[src/rtl/lldir_pkg.sv]
package lldir_pkg;
    typedef enum logic [1:0] {
        DIR_U  = 2'd0,
        DIR_S  = 2'd1,
        DIR_EM = 2'd2
    } dir_e;

    typedef enum logic [1:0] {
        OP_READ   = 2'd0,
        OP_WRITE  = 2'd1,
        OP_FLUSH  = 2'd2,
        OP_DETACH = 2'd3
    } op_e;

    typedef enum logic [1:0] {
        RSP_RD    = 2'd0,
        RSP_WR    = 2'd1,
        RSP_ACK   = 2'd2,
        RSP_RETRY = 2'd3
    } rsp_e;

    typedef enum logic {
        SNP_FWD = 1'b0,
        SNP_INV = 1'b1
    } snp_e;
endpackage

[src/rtl/lldir_store.sv]
module lldir_store #(
    parameter int DATA_W = 32
) (
    input  logic              clk,
    input  logic              rst_n,
    input  logic              we,
    input  logic [DATA_W-1:0] wd,
    output logic [DATA_W-1:0] q
);
    logic [DATA_W-1:0] mem_d, mem_q;

    always_comb begin
        mem_d = mem_q;
        if (we) mem_d = wd;
    end

    always_ff @(posedge clk) begin
        if (!rst_n) mem_q <= '0;
        else        mem_q <= mem_d;
    end

    assign q = mem_q;
endmodule

[src/rtl/lldir_engine.sv]
module lldir_engine
    import lldir_pkg::*;
#(
    parameter int DATA_W = 32
) (
    input  logic              clk,
    input  logic              rst_n,
    input  logic              req_valid,
    input  logic              req_node,
    input  logic [1:0]        req_op,
    input  logic [DATA_W-1:0] req_data,
    input  logic              snp_rsp_valid,
    input  logic [DATA_W-1:0] snp_rsp_data,
    input  logic [DATA_W-1:0] mem_q,
    output logic              mem_we,
    output logic [DATA_W-1:0] mem_wd,
    output logic              busy,
    output logic              rsp_valid,
    output logic              rsp_node,
    output logic [1:0]        rsp_kind,
    output logic [DATA_W-1:0] rsp_data,
    output logic              snp_valid,
    output logic              snp_node,
    output logic              snp_kind,
    output logic [1:0]        dir_state,
    output logic              head_node
);
    typedef struct packed {
        dir_e              dir;
        logic              head;
        logic [1:0]        members;
        logic              busy;
        logic              pend_node;
        logic              pend_wr;
        logic              pend_upd;
        logic              rsp_valid;
        logic              rsp_node;
        rsp_e              rsp_kind;
        logic [DATA_W-1:0] rsp_data;
        logic              snp_valid;
        logic              snp_node;
        snp_e              snp_kind;
    } eng_t;

    eng_t st_d, st_q;

    logic       other;
    logic       listed;
    logic       is_head;
    logic [1:0] req_bit;
    logic [1:0] pend_bit;

    always_comb begin
        other    = ~req_node;
        listed   = st_q.members[req_node];
        is_head  = (st_q.dir != DIR_U) && (st_q.head == req_node);
        req_bit  = 2'b01 << req_node;
        pend_bit = 2'b01 << st_q.pend_node;

        st_d           = st_q;
        st_d.rsp_valid = 1'b0;
        st_d.snp_valid = 1'b0;
        mem_we         = 1'b0;
        mem_wd         = req_data;

        if (!st_q.busy) begin
            if (req_valid) begin
                st_d.rsp_valid = 1'b1;
                st_d.rsp_node  = req_node;
                st_d.rsp_kind  = RSP_RETRY;
                st_d.rsp_data  = mem_q;
                case (op_e'(req_op))
                    OP_READ: begin
                        if (!listed) begin
                            if (st_q.dir == DIR_EM) begin
                                st_d.rsp_valid = 1'b0;
                                st_d.snp_valid = 1'b1;
                                st_d.snp_node  = st_q.head;
                                st_d.snp_kind  = SNP_FWD;
                                st_d.busy      = 1'b1;
                                st_d.pend_node = req_node;
                                st_d.pend_wr   = 1'b0;
                                st_d.pend_upd  = 1'b1;
                            end else begin
                                st_d.rsp_kind = RSP_RD;
                                st_d.head     = req_node;
                                st_d.members  = st_q.members | req_bit;
                                if (st_q.dir == DIR_U) st_d.dir = DIR_EM;
                            end
                        end
                    end
                    OP_WRITE: begin
                        if (is_head && st_q.members[other]) begin
                            st_d.rsp_valid = 1'b0;
                            st_d.snp_valid = 1'b1;
                            st_d.snp_node  = other;
                            st_d.snp_kind  = SNP_INV;
                            st_d.busy      = 1'b1;
                            st_d.pend_node = req_node;
                            st_d.pend_wr   = 1'b1;
                            st_d.pend_upd  = 1'b0;
                        end else if (is_head || st_q.dir == DIR_U) begin
                            st_d.rsp_kind = RSP_WR;
                            st_d.dir      = DIR_EM;
                            st_d.head     = req_node;
                            st_d.members  = req_bit;
                        end else if (!listed) begin
                            st_d.rsp_valid = 1'b0;
                            st_d.snp_valid = 1'b1;
                            st_d.snp_node  = st_q.head;
                            st_d.snp_kind  = SNP_INV;
                            st_d.head      = req_node;
                            st_d.busy      = 1'b1;
                            st_d.pend_node = req_node;
                            st_d.pend_wr   = 1'b1;
                            st_d.pend_upd  = (st_q.dir == DIR_EM);
                        end
                    end
                    OP_FLUSH: begin
                        if (st_q.dir == DIR_EM && is_head) begin
                            mem_we        = 1'b1;
                            st_d.dir      = DIR_U;
                            st_d.members  = 2'b00;
                            st_d.rsp_kind = RSP_ACK;
                        end
                    end
                    OP_DETACH: begin
                        if (listed && !is_head) begin
                            st_d.members  = st_q.members & ~req_bit;
                            st_d.rsp_kind = RSP_ACK;
                        end
                    end
                    default: ;
                endcase
            end
        end else if (snp_rsp_valid) begin
            st_d.busy      = 1'b0;
            st_d.rsp_valid = 1'b1;
            st_d.rsp_node  = st_q.pend_node;
            st_d.head      = st_q.pend_node;
            st_d.rsp_data  = st_q.pend_upd ? snp_rsp_data : mem_q;
            if (st_q.pend_upd) begin
                mem_we = 1'b1;
                mem_wd = snp_rsp_data;
            end
            if (st_q.pend_wr) begin
                st_d.rsp_kind = RSP_WR;
                st_d.dir      = DIR_EM;
                st_d.members  = pend_bit;
            end else begin
                st_d.rsp_kind = RSP_RD;
                st_d.dir      = DIR_S;
                st_d.members  = 2'b11;
            end
        end
    end

    always_ff @(posedge clk) begin
        if (!rst_n) st_q <= '0;
        else        st_q <= st_d;
    end

    assign busy      = st_q.busy;
    assign rsp_valid = st_q.rsp_valid;
    assign rsp_node  = st_q.rsp_node;
    assign rsp_kind  = st_q.rsp_kind;
    assign rsp_data  = st_q.rsp_data;
    assign snp_valid = st_q.snp_valid;
    assign snp_node  = st_q.snp_node;
    assign snp_kind  = st_q.snp_kind;
    assign dir_state = st_q.dir;
    assign head_node = st_q.head;
endmodule

[src/rtl/lldir_ctrl.sv]
module lldir_ctrl #(
    parameter int DATA_W = 32
) (
    input  logic              clk,
    input  logic              rst_n,
    input  logic              req_valid,
    output logic              req_ready,
    input  logic              req_node,
    input  logic [1:0]        req_op,
    input  logic [DATA_W-1:0] req_data,
    output logic              rsp_valid,
    output logic              rsp_node,
    output logic [1:0]        rsp_kind,
    output logic [DATA_W-1:0] rsp_data,
    output logic              snp_valid,
    output logic              snp_node,
    output logic              snp_kind,
    input  logic              snp_rsp_valid,
    input  logic [DATA_W-1:0] snp_rsp_data,
    output logic              busy,
    output logic [1:0]        dir_state,
    output logic              head_node
);
    logic              mem_we;
    logic [DATA_W-1:0] mem_wd;
    logic [DATA_W-1:0] mem_q;
    logic              busy_w;

    lldir_store #(.DATA_W(DATA_W)) u_store (
        .clk   (clk),
        .rst_n (rst_n),
        .we    (mem_we),
        .wd    (mem_wd),
        .q     (mem_q)
    );

    lldir_engine #(.DATA_W(DATA_W)) u_engine (
        .clk           (clk),
        .rst_n         (rst_n),
        .req_valid     (req_valid),
        .req_node      (req_node),
        .req_op        (req_op),
        .req_data      (req_data),
        .snp_rsp_valid (snp_rsp_valid),
        .snp_rsp_data  (snp_rsp_data),
        .mem_q         (mem_q),
        .mem_we        (mem_we),
        .mem_wd        (mem_wd),
        .busy          (busy_w),
        .rsp_valid     (rsp_valid),
        .rsp_node      (rsp_node),
        .rsp_kind      (rsp_kind),
        .rsp_data      (rsp_data),
        .snp_valid     (snp_valid),
        .snp_node      (snp_node),
        .snp_kind      (snp_kind),
        .dir_state     (dir_state),
        .head_node     (head_node)
    );

    assign busy      = busy_w;
    assign req_ready = ~busy_w;
endmodule

[config.mk]
export PLATFORM = sky130hd
export DESIGN_NAME = lldir_ctrl
export DESIGN_NICKNAME = d
export VERILOG_FILES = /design/src/rtl/lldir_pkg.sv /design/src/rtl/lldir_store.sv /design/src/rtl/lldir_engine.sv /design/src/rtl/lldir_ctrl.sv
export SDC_FILE = /design/constraint.sdc
export NUM_CORES = 1
export LEC_CHECK = 0
export ABC_AREA = 1
export BUFFER_PORTS_ARGS = -buffer_cell sky130_fd_sc_hd__buf_2
export CORE_MARGIN = 4
export CORE_UTILIZATION = 53
export CTS_CLUSTER_DIAMETER = 150
export DETAILED_ROUTE_END_ITERATION = 8
export PLACE_DENSITY = 0.87
export SYNTH_ARGS = -nofsm -noshare
export SYNTH_HDL_FRONTEND = slang
export SYNTH_SLANG_ARGS = --single-unit
[constraint.sdc]
create_clock -name clk -period 1.88 [get_ports clk]
set_input_delay 0.376 -clock clk [delete_from_list [all_inputs] [get_ports clk]]
set_output_delay 0.376 -clock clk [all_outputs]
set_load 0.02 [all_outputs]
==> summary.md <==
| Metric | Value |
|---|---|
| Largest stage delay, worst path | `0.38 ns` |
| Worst-path maximum fanout | `27` |
| Die area | `0.00969 mm^2` |
| Hold_buf cts | `0` |
| Setup tns final | `0 ns` |
| YS warnings | `0` |
| Final hold vios | `0` |
| EDFF count, synth | `0` |
| Die Ht | `98.4 um` |
| Mapped Avg Cell Area | `6.61 um^2` |
| Max_cap viols | `0` |
| Chip width | `98.4 um` |
| Minimum clock period | `1.67 ns` |
| Routed length on met1 | `5.00 mm` |
| Leakage | `2.62 nW` |
| First-pass GRT wire length | `19.4 mm` |
| Clk_lat worst skew | `0.35 ns` |
| Worst slew pin tran | `0.470 ns` |
| Crit path kind | `register to register` |
| RSZ-0062 raised after global routing | `no` |
| Initial antenna violation count | `0` |
| GP Congestion | `0.963` |
| VDD IR max | `0.678 mV` |
| Initial DRC Count | `284` |
| Final Setup Violations | `0` |
| Commonest non-fill, non-tap cells in the layout | `nand2_1 (201), buf_2 (114), nor2_1 (106)` |
| CP Capture Type | `register` |
| Clock tree buffer depth | `2` |
| Top Metal Used | `met4` |
| Final Cycle Share | `88.7%` |
| Total GRT Usage | `24.2%` |
| Core area | `0.00785 mm^2` |
| Top post-synthesis cells by area | `dfxtp_1 (36%), nand2_1 (17%), nor2_1 (9.3%)` |
| Share of cells above drive strength 1 | `23.0%` |
| CTS tree | `done` |
| Core Rows | `32` |
| Fill cell count | `733` |
| DR WL met2 | `5.69 mm` |
| Cell taking the most area after synthesis | `dfxtp_1` |
| IO Port Bufs | `114` |
| WL per Instance | `14.0 um` |
| H-tree depth | `3` |
| Syn Std Cell Area | `0.00433 mm^2` |
| Ys flop type | `dfxtp_1` |
| Register area share after synthesis | `36.5%` |
| DRC | `0` |
| Worst EP arrival | `1.96 ns` |
| Met3 routed WL | `812 um` |
| Post-detail-place hpwl | `8.78 mm` |
| Largest net degree at the start of global routing | `56` |
| Slew Limit Fails | `0` |
| Final hold slack | `0.310 ns` |
| # nets final | `805` |
| Inserted Clock Buffers | `9` |
| Sink Count | `79` |
| DRT antenna net count | `0` |
| Slew headroom | `68.6%` |
| Status | `finished, final reports clean` |
| I/O pin count | `115` |
| Hold crit path type | `input pin to register` |
| Final Skew | `0.00987 ns` |
| Clock Pin Slew Worst Setup and Hold Paths | `0.08 ns` |
| Multi-input gate area | `0.00208 mm^2` |
| Register Area | `0.00158 mm^2` |
| Total grt overflow | `0` |
| Initial Utilization | `55.2%` |
| Synthesized netlist cell count | `656` |
| #FFs+latches synth | `79` |
| Synthesis-to-finish area growth | `15.0%` |
| Crit path cell chain | `nor2_2, nor2_1, inv_2, nand2_1, nand3_1, o211ai_1, inv_1` |
| CP startpoint kind | `register` |
| Drt pass-1 iters | `5` |
| FFs w/ async S/R, synth | `0%` |
| Via Count | `4374` |
| Final WL | `11.7 mm` |
| Vias in the first global route | `4150` |
| Cell Pwr Density | `854 mW/mm^2` |
| # diodes | `0` |
| Peak Freq | `600 MHz` |
| Setup repair bufs after CTS | `0` |
| Worst path slowest cell | `inv_2` |
| Synth cell types | `29` |
| Root Driver | `clkbuf_8` |
| Commonest non-fill, non-tap cell in the layout | `nand2_1` |
| Drt via density | `5.23` |
| Post-synth net total | `731` |
| CP required | `2.17 ns` |
| Post-synth top area share | `36.5%` |
cell usage after synthesis (2+ instances only):
cell      number
dfxtp_1       79
nor3_1         2
nand2_2        4
a31oi_1       14
nor2_2         5
nand3_1       38
nand3_2        3
inv_1         43
buf_4         43
ha_1           4
o211ai_1      19
o21ai_0       28
nor2_1       107
a21oi_1       11
buf_2          6
inv_2          6
nand2_1      201
clkbuf_1       8
o21ai_1       17
buf_6          9
final cells by class:
| cell class | instances | share of cell area [%] |
|---|---|---|
| Clock buffer | 9 | 2.49 |
| Inverter | 51 | 3.94 |
| Sequential cell | 79 | 31.8 |
| Clock inverter | 7 | 3.36 |
| Timing Repair Buffer | 129 | 14.2 |
| Multi-Input combinational cell | 460 | 41.7 |
| Tap cell | 102 | 2.56 |
where the power goes:
part / switching [mW] / total [mW] / internal [mW]
Combinational: 0.428 / 0.676 / 0.249
Sequential: 0.0478 / 1.79 / 1.75
Clock: 0.629 / 1.79 / 1.16
stage by stage:
step | std cells | power [mW] | utilization, % | worst slack (ns) | area, um^2
6_report | 837 | 4.26 | 63.5 | 0.213 | 4980
5_1_grt | 837 | 4.44 | 63.5 | 0.0789 | 4980
4_1_cts | 837 | 4.28 | 63.4 | 0.0972 | 4980
3_5_place_dp | 821 | 2.50 | 59.7 | -0.00535 | 4690
3_3_place_gp | 821 | 2.49 | 59.7 | 0.00410 | 4690
2_1_floorplan | 656 | 2.33 | - | 0.327 | 4330
repair_timing:
item,4_1_cts,5_1_grt
endpoints found under the setup margin,0,18
gates resized for setup,0,4
hold endpoints to repair,0,0
registers in the layout (all words and copies together), names as in the netlist:
name / count
u_store.q: 32
u_engine.dir_state: 2
u_engine.snp_node: 1
u_engine.rsp_valid: 1
u_engine.rsp_kind: 2
u_engine.rsp_node: 1
u_engine.rsp_data: 32
u_engine.snp_valid: 1
u_engine.head_node: 1
u_engine.st_q: 5
u_engine.busy: 1
layer usage:
layer,up-vias,global-route usage (%)
met5,-,0
li1,2194,-
met2,170,41.2
met1,1988,30.9
met3,22,5.10
met4,0,7.14
logic make-up (layout without fill, tap and decap cells):
family / after synthesis / in the layout / synth area share (%)
compound gates: 92 / 92 / 12.3
simple gates: 364 / 364 / 34.4
fa+ha+maj: 4 / 4 / 1.15
flops: 79 / 79 / 36.5
buf+inv: 117 / 196 / 15.6
worst paths after layout:
kind / start / to / slack, ns / cells after the start
min: snp_rsp_valid / u_engine.busy / 0.31 / 4
max: u_engine.busy / u_engine.rsp_data[11] / 0.21 / 7
max reg2reg: u_engine.busy / u_engine.rsp_data[11] / 0.21 / 7
min reg2reg: u_store.q[17] / u_engine.rsp_data[17] / 0.48 / 2
worst max-delay path, delay by kind of cell (launching register included):
family,cells,cell delay [ns]
simple gates,4,0.71
buf+inv,2,0.45
flops,1,0.37
compound gates,1,0.09
Note: power is estimated with default switching activity, not from simulation.
